`config.mk`:
```
export PLATFORM = sky130hd
export DESIGN_NAME = mem_guard
export DESIGN_NICKNAME = d
export VERILOG_FILES = /design/src/rtl/mguard_pkg.sv /design/src/rtl/mguard_cfg_regs.sv /design/src/rtl/mguard_rgn_match.sv /design/src/rtl/mguard_decide.sv /design/src/rtl/mem_guard.sv
export SDC_FILE = /design/constraint.sdc
export NUM_CORES = 1
export LEC_CHECK = 0
export ABC_AREA = 0
export BUFFER_PORTS_ARGS = -buffer_cell sky130_fd_sc_hd__buf_2
export CAP_MARGIN = 10
export CORE_MARGIN = 2
export CORE_UTILIZATION = 45
export CTS_BUF_LIST = sky130_fd_sc_hd__clkbuf_4 sky130_fd_sc_hd__clkbuf_8
export CTS_CLUSTER_SIZE = 10
export DETAILED_ROUTE_END_ITERATION = 7
export SLEW_MARGIN = 20
export SYNTH_ARGS = -nofsm -noshare
export SYNTH_HDL_FRONTEND = slang
export SYNTH_SLANG_ARGS = --single-unit
```
`constraint.sdc`:
```
create_clock -name clk -period 7.35 [get_ports clk]
set_input_delay 1.47 -clock clk [delete_from_list [all_inputs] [get_ports clk]]
set_output_delay 1.47 -clock clk [all_outputs]
set_load 0.005 [all_outputs]
```
`src/rtl/mguard_pkg.sv`:
```
package mguard_pkg;

  localparam int DATA_W = 32;

  typedef enum logic [1:0] {
    ACC_READ  = 2'd0,
    ACC_WRITE = 2'd1,
    ACC_FETCH = 2'd2
  } acc_kind_e;

  // control word, bit 0 = unit enable, bit 1 = privileged default, bit 2 = check in fault context
  typedef struct packed {
    logic ctx_chk;
    logic priv_def;
    logic unit_en;
  } ctl_t;

  typedef struct packed {
    logic       xn;
    logic [2:0] ap;
    logic [7:0] srd;
    logic [4:0] size;
    logic       en;
  } rgn_attr_t;

  function automatic logic [DATA_W-1:0] attr_pack(rgn_attr_t a);
    logic [DATA_W-1:0] w;
    w        = '0;
    w[0]     = a.en;
    w[5:1]   = a.size;
    w[15:8]  = a.srd;
    w[26:24] = a.ap;
    w[28]    = a.xn;
    return w;
  endfunction

  function automatic rgn_attr_t attr_unpack(logic [DATA_W-1:0] w);
    rgn_attr_t a;
    a.en   = w[0];
    a.size = w[5:1];
    a.srd  = w[15:8];
    a.ap   = w[26:24];
    a.xn   = w[28];
    return a;
  endfunction

  // permission decode: priv level and write intent against the code
  function automatic logic perm_ok(logic [2:0] ap, logic priv, logic wr);
    logic ok;
    case (ap)
      3'd1:    ok = priv;
      3'd2:    ok = priv | ~wr;
      3'd3:    ok = 1'b1;
      3'd5:    ok = priv & ~wr;
      3'd6:    ok = ~wr;
      default: ok = 1'b0;
    endcase
    return ok;
  endfunction

endpackage

```
`src/rtl/mguard_cfg_regs.sv`:
```
module mguard_cfg_regs
  import mguard_pkg::*;
#(
  parameter int NUM_RGN   = 8,
  parameter int ADDR_W    = 32,
  parameter int MIN_SHIFT = 5,
  parameter int IDX_W     = $clog2(NUM_RGN),
  parameter int CA_W      = IDX_W + 2
) (
  input  logic                    clk,
  input  logic                    rst_n,
  input  logic                    wr_en,
  input  logic [CA_W-1:0]         addr,
  input  logic [DATA_W-1:0]       wdata,
  output logic [DATA_W-1:0]       rdata,
  output ctl_t                    ctl,
  output logic [ADDR_W-1:MIN_SHIFT] base [NUM_RGN],
  output rgn_attr_t               attr [NUM_RGN]
);

  localparam int BASE_W = ADDR_W - MIN_SHIFT;

  logic             tbl_sel;
  logic [IDX_W-1:0] ridx;
  logic             ctl_en;
  ctl_t             ctl_d, ctl_q;

  assign tbl_sel = addr[CA_W-1];
  assign ridx    = addr[CA_W-2:1];

  // control word
  always_comb begin
    ctl_en = wr_en & ~tbl_sel;
    ctl_d  = ctl_t'(wdata[2:0]);
  end

  always_ff @(posedge clk or negedge rst_n) begin
    if (!rst_n)      ctl_q <= '0;
    else if (ctl_en) ctl_q <= ctl_d;
  end

  assign ctl = ctl_q;

  // region table
  for (genvar g = 0; g < NUM_RGN; g++) begin : g_rgn
    logic              base_en, attr_en;
    logic [BASE_W-1:0] base_d, base_q;
    rgn_attr_t         attr_d, attr_q;

    always_comb begin
      base_en = wr_en & tbl_sel & (ridx == IDX_W'(g)) & ~addr[0];
      attr_en = wr_en & tbl_sel & (ridx == IDX_W'(g)) &  addr[0];
      base_d  = wdata[ADDR_W-1:MIN_SHIFT];
      attr_d  = attr_unpack(wdata);
    end

    always_ff @(posedge clk or negedge rst_n) begin
      if (!rst_n)       base_q <= '0;
      else if (base_en) base_q <= base_d;
    end

    always_ff @(posedge clk or negedge rst_n) begin
      if (!rst_n)       attr_q <= '0;
      else if (attr_en) attr_q <= attr_d;
    end

    assign base[g] = base_q;
    assign attr[g] = attr_q;
  end

  // read mux
  always_comb begin
    rdata = '0;
    if (!tbl_sel)     rdata[2:0] = ctl_q;
    else if (addr[0]) rdata = attr_pack(attr[ridx]);
    else              rdata[ADDR_W-1:0] = {base[ridx], {MIN_SHIFT{1'b0}}};
  end

endmodule

```
`src/rtl/mguard_rgn_match.sv`:
```
module mguard_rgn_match
  import mguard_pkg::*;
#(
  parameter int ADDR_W    = 32,
  parameter int MIN_SHIFT = 5
) (
  input  logic [ADDR_W-1:0]         acc_addr,
  input  logic [ADDR_W-1:MIN_SHIFT] base,
  input  rgn_attr_t                 attr,
  output logic                      hit
);

  localparam int          BW       = $clog2(ADDR_W) + 1;
  localparam logic [4:0]  SIZE_MIN = 5'd4;  // 32-byte window
  localparam logic [4:0]  SUB_MIN  = 5'd7;  // 256-byte window

  logic [ADDR_W-1:0] base_full;
  logic [ADDR_W-1:0] cmp_mask;
  logic [ADDR_W-1:0] shifted;
  logic [2:0]        sub_idx;
  logic              size_ok, range_hit, sub_on, sub_hole;

  assign base_full = {base, {MIN_SHIFT{1'b0}}};

  // bit b takes part in the compare when it lies above the size code
  for (genvar b = 0; b < ADDR_W; b++) begin : g_mask
    assign cmp_mask[b] = (BW'(b) > BW'(attr.size));
  end

  always_comb begin
    size_ok   = attr.size >= SIZE_MIN;
    range_hit = ((acc_addr ^ base_full) & cmp_mask) == '0;
    shifted   = acc_addr >> (attr.size - 5'd2);
    sub_idx   = shifted[2:0];
    sub_on    = attr.size >= SUB_MIN;
    sub_hole  = sub_on & attr.srd[sub_idx];
    hit       = attr.en & size_ok & range_hit & ~sub_hole;
  end

  logic unused_shift;
  assign unused_shift = ^shifted[ADDR_W-1:3];

endmodule

```
`src/rtl/mguard_decide.sv`:
```
module mguard_decide
  import mguard_pkg::*;
#(
  parameter int NUM_RGN = 8,
  parameter int ADDR_W  = 32,
  parameter int IDX_W   = $clog2(NUM_RGN)
) (
  input  logic               clk,
  input  logic               rst_n,
  input  logic               acc_valid,
  input  logic [ADDR_W-1:0]  acc_addr,
  input  logic [1:0]         acc_kind,
  input  logic               acc_priv,
  input  logic               acc_fault_ctx,
  input  ctl_t               ctl,
  input  logic [NUM_RGN-1:0] hit_vec,
  input  rgn_attr_t          attr [NUM_RGN],
  output logic               allow,
  output logic               any_hit,
  output logic [IDX_W-1:0]   win_idx,
  output logic               fault_valid,
  output logic [ADDR_W-1:0]  fault_addr
);

  rgn_attr_t   win;
  logic        bypass, is_wr, is_fx;
  logic        flt_d, flt_q;
  logic [ADDR_W-1:0] fad_q;

  // highest-numbered matching region wins
  always_comb begin
    win_idx = '0;
    any_hit = 1'b0;
    for (int i = 0; i < NUM_RGN; i++) begin
      if (hit_vec[i]) begin
        win_idx = IDX_W'(i);
        any_hit = 1'b1;
      end
    end
  end

  always_comb begin
    win    = attr[win_idx];
    is_wr  = acc_kind_e'(acc_kind) == ACC_WRITE;
    is_fx  = acc_kind_e'(acc_kind) == ACC_FETCH;
    bypass = ~ctl.unit_en | (acc_fault_ctx & ~ctl.ctx_chk);
    if (bypass)        allow = 1'b1;
    else if (!any_hit) allow = acc_priv & ctl.priv_def;
    else               allow = perm_ok(win.ap, acc_priv, is_wr) & ~(is_fx & win.xn);
    flt_d = acc_valid & ~allow;
  end

  always_ff @(posedge clk or negedge rst_n) begin
    if (!rst_n) flt_q <= 1'b0;
    else        flt_q <= flt_d;
  end

  always_ff @(posedge clk or negedge rst_n) begin
    if (!rst_n)     fad_q <= '0;
    else if (flt_d) fad_q <= acc_addr;
  end

  assign fault_valid = flt_q;
  assign fault_addr  = fad_q;

  // disabled unit lets everything through
  p_off_allows_r1: assert property (@(posedge clk) disable iff (!rst_n)
    !ctl.unit_en |-> allow);

  // reported region is a matching one and no higher one matches
  p_top_winner_r6: assert property (@(posedge clk) disable iff (!rst_n)
    any_hit |-> ((hit_vec >> win_idx) == NUM_RGN'(1)));

  // unmatched user access is refused while checking is active
  p_user_miss_r7: assert property (@(posedge clk) disable iff (!rst_n)
    (ctl.unit_en && !acc_fault_ctx && !acc_priv && hit_vec == '0) |-> !allow);

  // fetch from an execute-never winner is refused
  p_xn_fetch_r4: assert property (@(posedge clk) disable iff (!rst_n)
    (ctl.unit_en && !acc_fault_ctx && hit_vec != '0 && attr[win_idx].xn
     && acc_kind == 2'd2) |-> !allow);

  // refused access is reported next cycle with its address
  p_fault_capture_r10: assert property (@(posedge clk) disable iff (!rst_n)
    (acc_valid && !allow) |=> (fault_valid && fault_addr == $past(acc_addr)));

  p_idle_quiet_r10: assert property (@(posedge clk) disable iff (!rst_n)
    !acc_valid |=> !fault_valid);

endmodule

```
`src/rtl/mem_guard.sv`:
```
module mem_guard
  import mguard_pkg::*;
#(
  parameter int NUM_RGN   = 8,
  parameter int ADDR_W    = 32,
  parameter int MIN_SHIFT = 5,
  localparam int IDX_W    = $clog2(NUM_RGN),
  localparam int CA_W     = IDX_W + 2
) (
  input  logic              clk,
  input  logic              rst_n,
  input  logic              cfg_wr,
  input  logic [CA_W-1:0]   cfg_addr,
  input  logic [31:0]       cfg_wdata,
  output logic [31:0]       cfg_rdata,
  input  logic              acc_valid,
  input  logic [ADDR_W-1:0] acc_addr,
  input  logic [1:0]        acc_kind,
  input  logic              acc_priv,
  input  logic              acc_fault_ctx,
  output logic              acc_allow,
  output logic              acc_hit,
  output logic [IDX_W-1:0]  acc_region,
  output logic              fault_valid,
  output logic [ADDR_W-1:0] fault_addr
);

  ctl_t                      ctl;
  logic [ADDR_W-1:MIN_SHIFT] base [NUM_RGN];
  rgn_attr_t                 attr [NUM_RGN];
  logic [NUM_RGN-1:0]        hit_vec;

  mguard_cfg_regs #(
    .NUM_RGN  (NUM_RGN),
    .ADDR_W   (ADDR_W),
    .MIN_SHIFT(MIN_SHIFT),
    .IDX_W    (IDX_W),
    .CA_W     (CA_W)
  ) u_regs (
    .clk  (clk),
    .rst_n(rst_n),
    .wr_en(cfg_wr),
    .addr (cfg_addr),
    .wdata(cfg_wdata),
    .rdata(cfg_rdata),
    .ctl  (ctl),
    .base (base),
    .attr (attr)
  );

  for (genvar g = 0; g < NUM_RGN; g++) begin : g_match
    mguard_rgn_match #(
      .ADDR_W   (ADDR_W),
      .MIN_SHIFT(MIN_SHIFT)
    ) u_match (
      .acc_addr(acc_addr),
      .base    (base[g]),
      .attr    (attr[g]),
      .hit     (hit_vec[g])
    );
  end

  mguard_decide #(
    .NUM_RGN(NUM_RGN),
    .ADDR_W (ADDR_W),
    .IDX_W  (IDX_W)
  ) u_decide (
    .clk          (clk),
    .rst_n        (rst_n),
    .acc_valid    (acc_valid),
    .acc_addr     (acc_addr),
    .acc_kind     (acc_kind),
    .acc_priv     (acc_priv),
    .acc_fault_ctx(acc_fault_ctx),
    .ctl          (ctl),
    .hit_vec      (hit_vec),
    .attr         (attr),
    .allow        (acc_allow),
    .any_hit      (acc_hit),
    .win_idx      (acc_region),
    .fault_valid  (fault_valid),
    .fault_addr   (fault_addr)
  );

endmodule

```
==> insert_results.sql, run 1 <==
INSERT INTO impl_metrics (metric_group, metric, value, unit) VALUES
('global_routing', 'first_global_vias', '25900', ''),
('worst_setup_path', 'critical-path-max-stage-delay', '490', 'ps'),
('finish', 'num-nets-final', '2996', ''),
('drt', 'detailroute.via_count', '26100', ''),
('hold_path', 'worst_hold_startpoint', 'u_decide.fault_addr[29]$_DFFE_PN0P_', ''),
('worst_setup_path', 'regToRegStartpoint', 'u_regs.attr[75]$_DFFE_PN0P_', ''),
('floorplan', 'dieHeight', '267', 'um'),
('power_and_ir_drop', 'p_comb_share', '48.6', '%'),
('drt', 'drtIter0Drc', '3736', ''),
('worst_setup_path', 'crit-reg2reg-capture', 'u_decide.fault_addr[28]$_DFFE_PN0P_', ''),
('finish', 'final_core_utilization', '51.4', '%'),
('finish', 'layout-drive-gt1-share', '39.8', '%'),
('drt', 'drt-pass1-iter-count', '6', ''),
('clocking', 'ctsRootBufferMaster', 'sky130_fd_sc_hd__clkbuf_8', ''),
('clocking', 'clock_tree_from_tritoncts', 'yes', ''),
('timing', 'final-hold-violation-count', '0', ''),
('flow_run', 'cap_violations', '0', ''),
('drt', 'vias_per_cell', '6.76', ''),
('synthesis', 'unique_masters_post_synth', '98', ''),
('power_and_ir_drop', 'internal_power', '0.00629', 'W'),
('worst_setup_path', 'maximum_fanout_along_the_worst_path', '23', ''),
('power_and_ir_drop', 'worst_ir_drop_vdd', '215', 'uV'),
('drt', 'post_drt_wl_per_cell', '35.2', 'um'),
('global_routing', 'maximum_number_of_pins_on_one_net_before_global_route_repair', '168', ''),
('worst_setup_path', 'startpoint', 'acc_addr[2]', ''),
('worst_setup_path', 'critical_path.endpoint', 'acc_allow', ''),
('placement', 'place_congestion', '0.985', ''),
('drt', 'drc_errors', '0', ''),
('timing', 'final_critical_path_setup_slack', '80.3', 'ps'),
('power_and_ir_drop', 'leakage', '14.8', 'nW'),
('worst_setup_path', 'worst-endpoint-required', '5880', 'ps'),
('timing', 'worst_slew_margin_rel', '24.8', '%'),
('worst_setup_path', 'end_kind', 'primary output', ''),
('synthesis', 'synth_largest_type_area_fraction', '31.8', '%'),
('synthesis', 'synth_warnings', '0', ''),
('timing', 'fin_crit', '7270', 'ps'),
('synthesis', 'number_of_synthesized_flops_with_an_enable_pin', '0', ''),
('synthesis', 'post_syn_area_per_cell', '11.4', 'um2'),
('finish', 'nFillCells', '6198', ''),
('worst_setup_path', 'wp_buf_inv', '6', ''),
('synthesis', 'synthesis.area', '31200', 'um2'),
('synthesis', 'yosys_register_bits', '396', ''),
('floorplan', 'coreArea', '68600', 'um2'),
('timing', 'clock.fmax', '138', 'MHz'),
('finish', 'sequential_cell_area', '9920', 'um2'),
('floorplan', 'die_area', '71400', 'um2'),
('worst_setup_path', 'regToRegSetupSlack', '1400', 'ps'),
('worst_setup_path', 'worst_r2r_path_depth', '21', ''),
('power_and_ir_drop', 'share_seq_of_total_power', '30.1', '%'),
('placement', 'pre_cts_slack', '25.7', 'ps'),
('outcome', 'status', 'finished clean', ''),
('global_routing', 'track_usage', '38.1', '%'),
('global_routing', 'grt_pass1_wl', '193', 'mm'),
('synthesis', 'yosys.area.top_type', 'sky130_fd_sc_hd__dfrtp_1', ''),
('worst_setup_path', 'crit_chain', 'clkbuf_4 > buf_4 > mux4_2 > mux4_2 > mux2i_1 > buf_4 > inv_1 > mux4_2 > mux2_2 > o21ai_0 > nand3_2 > nand3_1 > or3_1 > inv_1 > nor4_2 > nand4_1 > o211ai_1 > buf_2', ''),
('worst_setup_path', 'worst-path-stages', '18', ''),
('floorplan', 'io-pin-count', '147', ''),
('worst_setup_path', 'arrival', '5800', 'ps'),
('placement', 'dp_hpwl', '100', 'mm'),
('synthesis', 'synthesis.nets', '2862', ''),
('worst_setup_path', 'critical-path-top-cell-by-count', 'sky130_fd_sc_hd__mux4_2', ''),
('global_routing', 'antenna_found_initial', '5', ''),
('finish', 'final_area', '35200', 'um2'),
('floorplan', 'core.rowCount', '96', ''),
('hold_path', 'min-delay-path-class', 'flip-flop to flip-flop', ''),
('synthesis', 'yosysSeqAreaShare', '31.8', '%'),
('floorplan', 'die-width', '267', 'um'),
('timing', 'finalSetupViolCount', '0', ''),
('drt', 'drt_wl_total', '136', 'mm'),
('clocking', 'cts.reportedPaths.clkPinSlew', '50', 'ps'),
('clocking', 'cts_num_sinks', '396', '');
[layout make-up]
class / instances / area share, %
multi-input combinational: 2005 / 56.6
clock buffer: 108 / 3.88
inverter: 56 / 0.607
antenna: 2 / 0.0142
clock inverter: 14 / 0.494
timing repair buffer: 347 / 6.99
sequential: 396 / 28.1
tap: 931 / 3.31
[metrics by stage]
step,cells,TNS (ps),hold WS [ps],power [W]
after CTS,3853,0,509,0.0107
after floorplan,2747,0,489,0.00637
after detailed placement,3731,0,489,0.00832
after global routing,3858,-4.41,522,0.0112
final,3859,0,507,0.0108
after global placement,3731,0,490,0.00827
[layer usage]
metal,wire [um],vias to the layer above,part of all wire [%],track usage (%)
met2,60500,1626,45,57.5
met1,54000,13600,40,52.0
li1,-,10600,-,-
met5,32,-,0.024,0
met3,12200,311,9.0,6.35
met4,8970,4,6.6,21.9
[worst register-to-register path: cells and delay by family, from the launching register on]
family          cells  cell delay (ps)
mux                 6             2460
buf+inv             6             1140
compound gates      5              990
flops               1              380
xor+xnor            1              320
fa+ha+maj           1              290
simple gates        2              270
[cell usage after synthesis (11+ instances only)]
| cell type | count |
|---|---|
| sky130_fd_sc_hd__o22ai_1 | 19 |
| sky130_fd_sc_hd__ha_1 | 38 |
| sky130_fd_sc_hd__nand4_1 | 15 |
| sky130_fd_sc_hd__mux4_1 | 15 |
| sky130_fd_sc_hd__mux2_2 | 346 |
| sky130_fd_sc_hd__nand2b_1 | 23 |
| sky130_fd_sc_hd__xor2_1 | 107 |
| sky130_fd_sc_hd__buf_1 | 39 |
| sky130_fd_sc_hd__and2_1 | 20 |
| sky130_fd_sc_hd__mux4_2 | 258 |
| sky130_fd_sc_hd__xnor2_1 | 130 |
| sky130_fd_sc_hd__nor3_1 | 52 |
| sky130_fd_sc_hd__o31ai_1 | 11 |
| sky130_fd_sc_hd__a211oi_1 | 24 |
| sky130_fd_sc_hd__buf_4 | 12 |
| sky130_fd_sc_hd__buf_2 | 50 |
| sky130_fd_sc_hd__inv_1 | 51 |
| sky130_fd_sc_hd__nand2_1 | 171 |
| sky130_fd_sc_hd__clkbuf_1 | 180 |
| sky130_fd_sc_hd__nand3_1 | 36 |
| sky130_fd_sc_hd__nor4_1 | 16 |
| sky130_fd_sc_hd__a21oi_1 | 102 |
| sky130_fd_sc_hd__mux2_4 | 31 |
| sky130_fd_sc_hd__a31oi_1 | 32 |
| sky130_fd_sc_hd__nor2_1 | 107 |
| sky130_fd_sc_hd__dfrtp_1 | 396 |
| sky130_fd_sc_hd__o21ai_0 | 125 |
| sky130_fd_sc_hd__mux2i_1 | 110 |
| sky130_fd_sc_hd__nor2b_1 | 28 |
[state kept, by name, summed over array words and instances (netlist names)]
| register | flops |
|---|---|
| u_decide.fault_addr | 32 |
| u_decide.fault_valid | 1 |
| u_regs.attr | 144 |
| u_regs.ctl | 3 |
| u_regs.g_rgn.base_q | 216 |
[power groups by stage]
stage | combinational [W] | sequential [W] | clock [W]
after floorplan | 0.00340 | 0.00297 | 0
final | 0.00526 | 0.00325 | 0.00231
after global placement | 0.00502 | 0.00325 | 0
after global routing | 0.00547 | 0.00331 | 0.00245
after CTS | 0.00509 | 0.00324 | 0.00235
after detailed placement | 0.00505 | 0.00327 | 0
[layout by cell type (no fill, tap or decap), types with 31 or more instances in the layout]
| cell | synthesis | routed |
|---|---|---|
| sky130_fd_sc_hd__nor2_1 | 107 | 98 |
| sky130_fd_sc_hd__buf_4 | 12 | 186 |
| sky130_fd_sc_hd__mux2_4 | 31 | 31 |
| sky130_fd_sc_hd__nand2_1 | 171 | 170 |
| sky130_fd_sc_hd__ha_1 | 38 | 35 |
| sky130_fd_sc_hd__o21ai_0 | 125 | 125 |
| sky130_fd_sc_hd__mux4_2 | 258 | 258 |
| sky130_fd_sc_hd__nand3_1 | 36 | 35 |
| sky130_fd_sc_hd__mux2_2 | 346 | 346 |
| sky130_fd_sc_hd__a21oi_1 | 102 | 102 |
| sky130_fd_sc_hd__xnor2_1 | 130 | 130 |
| sky130_fd_sc_hd__xor2_1 | 107 | 106 |
| sky130_fd_sc_hd__clkbuf_8 | 0 | 89 |
| sky130_fd_sc_hd__dfrtp_1 | 396 | 389 |
| sky130_fd_sc_hd__buf_2 | 50 | 141 |
| sky130_fd_sc_hd__nor3_1 | 52 | 51 |
| sky130_fd_sc_hd__inv_1 | 51 | 51 |
| sky130_fd_sc_hd__mux2i_1 | 110 | 109 |
| sky130_fd_sc_hd__a31oi_1 | 32 | 32 |
[worst min path at each step]
stage	slack (ps)	endpoint	depth (start not counted)
global route	520	u_decide.fault_addr[0]$_DFFE_PN0P_	1
CTS	510	u_decide.fault_addr[29]$_DFFE_PN0P_	1
floorplan	490	u_regs.attr[80]$_DFFE_PN0P_	1
global placement	490	u_decide.fault_addr[23]$_DFFE_PN0P_	1
detailed placement	490	u_decide.fault_addr[26]$_DFFE_PN0P_	1
finish	510	u_decide.fault_addr[29]$_DFFE_PN0P_	1
[cells by family after synthesis]
logic type,after synthesis,share of synthesized area [%]
simple gates,509,7.79
flops,396,31.8
buf+inv,346,4.84
compound gates,448,9.42
fa+ha+maj,41,1.62
mux,766,37.7
xor+xnor,241,6.86
[repair_timing]
item | 4_1_cts | 5_1_grt
setup endpoints to repair | 1 | 1
buffers inserted | 0 | 4
resized for setup | 6 | 13
pin swaps | 0 | 1
Note: power is estimated with default switching activity, not from simulation.
==> run 2, diff against run 1 <==
Clock period 7.35 ns to 9.3 ns, I/O delays scaled along.
==> run 2 against run 1 <==
  * Design area is 2.7% lower
  * Utilization fell by 1.4 points
  * Sequential share of layout area up 0.78 points
  * Non-clock buffer count is 111 lower
  * Die area unchanged
  * Sequential cell count stayed put
  * Cell count down 2.6%
  * Highest routed layer unchanged
  * Register-to-register slack better by 260 ps
==> insert_results.sql, run 2 (same netlist as run 1, synthesis figures left out) <==
INSERT INTO impl_metrics (metric_group, metric, value, unit) VALUES
('drt', 'drc_errors', '0', ''),
('clocking', 'cts-resized-gates', '0', ''),
('drt', 'post_drt_wl_per_cell', '36.9', 'um'),
('outcome', 'status', 'finished clean', ''),
('finish', 'final_cell_mix', 'sky130_fd_sc_hd__dfrtp_1, sky130_fd_sc_hd__mux2_2, sky130_fd_sc_hd__mux4_2', ''),
('flow_run', 'cap_violations', '0', ''),
('timing', 'final_critical_path_setup_slack', '403', 'ps'),
('timing', 'worst_slew_margin_rel', '14.9', '%'),
('drt', 'drt-pass1-iter-count', '6', ''),
('floorplan', 'die-width', '267', 'um'),
('floorplan', 'io-pin-count', '147', ''),
('worst_setup_path', 'worstSetupStartpointType', 'primary input', ''),
('worst_setup_path', 'maximum_fanout_along_the_worst_path', '23', ''),
('worst_setup_path', 'path_class', 'primary input to primary output', ''),
('clocking', 'cts.reportedPaths.clkPinSlew', '50', 'ps'),
('placement', 'place_congestion', '1.06', ''),
('drt', 'vias_per_cell', '6.83', ''),
('timing', 'post-route-period-util', '95.7', '%'),
('worst_setup_path', 'arrival', '7040', 'ps'),
('timing', 'fin_crit', '8900', 'ps'),
('worst_setup_path', 'startpoint', 'acc_addr[2]', ''),
('timing', 'finalSetupViolCount', '0', ''),
('floorplan', 'die_area', '71400', 'um2'),
('floorplan', 'core.rowCount', '96', ''),
('drt', 'drtIter0Drc', '3555', ''),
('drt', 'ant_nets', '0', ''),
('worst_setup_path', 'worst-endpoint-required', '7440', 'ps'),
('hold_path', 'min-delay-path-class', 'flip-flop to flip-flop', ''),
('timing', 'fin_tns_setup', '0', 'ps'),
('clocking', 'ctsRootBufferMaster', 'sky130_fd_sc_hd__clkbuf_8', ''),
('power_and_ir_drop', 'leakage', '14.3', 'nW'),
('global_routing', 'first_global_vias', '25200', ''),
('clocking', 'clock_tree_from_tritoncts', 'yes', ''),
('clocking', 'cts-root-to-sink-buffers', '3', ''),
('placement', 'dp_hpwl', '101', 'mm'),
('global_routing', 'grt.overflow.total', '0', ''),
('global_routing', 'grt_pass1_wl', '196', 'mm'),
('clocking', 'cts_bufs_inserted', '74', ''),
('power_and_ir_drop', 'pwr_density_cell', '248', 'nW/um2'),
('power_and_ir_drop', 'worst_ir_drop_vdd', '143', 'uV'),
('worst_setup_path', 'regToRegStartpoint', 'u_regs.attr[111]$_DFFE_PN0P_', ''),
('drt', 'drt_wl_total', '139', 'mm'),
('clocking', 'cts_num_sinks', '396', ''),
('global_routing', 'maximum_number_of_pins_on_one_net_before_global_route_repair', '178', ''),
('global_routing', 'track_usage', '38.9', '%'),
('floorplan', 'initial_core_util', '45.5', '%'),
('finish', 'layout.cells.most_common', 'sky130_fd_sc_hd__dfrtp_1', ''),
('placement', 'pre_cts_slack', '599', 'ps'),
('clocking', 'cts-htree-levels', '3', ''),
('timing', 'final_max_slew_viol_count', '0', ''),
('finish', 'area_growth_from_synthesis_to_layout', '9.89', '%'),
('timing', 'fin_skew', '47.5', 'ps'),
('clocking', 'clock_latency', '690', 'ps'),
('finish', 'max_flop_register', 'u_regs.g_rgn.base_q', ''),
('worst_setup_path', 'regToRegSetupSlack', '1660', 'ps'),
('drt', 'detailroute.via_count', '25700', ''),
('timing', 'clock.fmax', '112', 'MHz'),
('timing', 'tightest_slew', '1270', 'ps'),
('clocking', 'cts_hold_repair_buffers', '0', ''),
('hold_path', 'worst_hold_startpoint', 'u_decide.fault_addr[14]$_DFFE_PN0P_', ''),
('finish', 'num-nets-final', '2884', ''),
('placement', 'numPortBuffers', '146', ''),
('floorplan', 'dieHeight', '267', 'um'),
('timing', 'unrepaired_setup_endpoints_after_global_routing', 'no', ''),
('timing', 'final-hold-violation-count', '0', ''),
('floorplan', 'coreArea', '68600', 'um2'),
('clocking', 'postCtsSetupRepairBufs', '0', ''),
('finish', 'layout-drive-gt1-share', '37.3', '%'),
('global_routing', 'antenna_found_initial', '8', ''),
('worst_setup_path', 'end_kind', 'primary output', ''),
('finish', 'largest_register_ff_count', '216', '');
-- run 2: cell types whose count changed in the layout (fill, tap and decap cells not counted), sizes merged --
cell    before  now
buf        345  236
clkinv       9   15
clkbuf     110  113
diode        2    1
inv         58   56
bufinv       2    5
-- run 2: final timing paths --
check / endpoint / cells past startpoint
min in group asynchronous: u_regs.g_rgn[4].base_q[0]$_DFFE_PN0P_ / 1
setup reg to reg: u_decide.fault_addr[13]$_DFFE_PN0P_ / 19
setup / recovery: acc_allow / 16
hold reg to reg: u_decide.fault_addr[14]$_DFFE_PN0P_ / 1
hold / removal: u_decide.fault_addr[14]$_DFFE_PN0P_ / 1
max in group asynchronous: u_regs.attr[103]$_DFFE_PN0P_ / 2
-- run 2: metrics by stage --
stage               std cells  hold slack [ps]  utilization, %  instance area [um2]  total power [W]
global route             3759              519            50.0                34300          0.00881
global placement         3624              501            47.5                32600          0.00644
detailed placement       3624              491            47.5                32600          0.00646
floorplan                2747              489               -                31200          0.00504
CTS                      3758              503            50.0                34300          0.00844
finish                   3759              501            50.0                34300          0.00850
-- run 2: per-layer routing --
metal	track usage, %	share of wire [%]
met5	0	0.029
met2	58.2	44
met1	51.7	39
met4	24.6	7.6
met3	8.14	9.4
-- run 2: layout make-up --
type	instances	area, um2
Antenna cell	1	2.50
Clock buffer	113	1420
Clock inverter	21	277
Fill cell	6176	34300
Inverter	56	210
Multi-Input combinational cell	2005	19800
Sequential cell	396	9920
Tap cell	931	1160
Timing Repair Buffer	236	1450
-- run 2: where the power goes --
part | switching (W) | internal [W]
logic | 0.00214 | 0.00172
registers | 0.000591 | 0.00209
clock network | 0.000833 | 0.00113
-- run 2: worst max-delay path: stages --
cell	delay, ps
sky130_fd_sc_hd__buf_2	320
sky130_fd_sc_hd__buf_4	310
sky130_fd_sc_hd__mux4_2	480
sky130_fd_sc_hd__mux4_2	500
sky130_fd_sc_hd__mux2i_1	590
sky130_fd_sc_hd__mux2i_1	290
sky130_fd_sc_hd__mux2_2	360
sky130_fd_sc_hd__a21oi_1	590
sky130_fd_sc_hd__a21boi_1	230
sky130_fd_sc_hd__o21a_2	360
sky130_fd_sc_hd__inv_2	220
sky130_fd_sc_hd__mux2i_1	310
sky130_fd_sc_hd__o31a_1	180
sky130_fd_sc_hd__o21ai_1	80
sky130_fd_sc_hd__o211ai_1	180
sky130_fd_sc_hd__buf_2	140
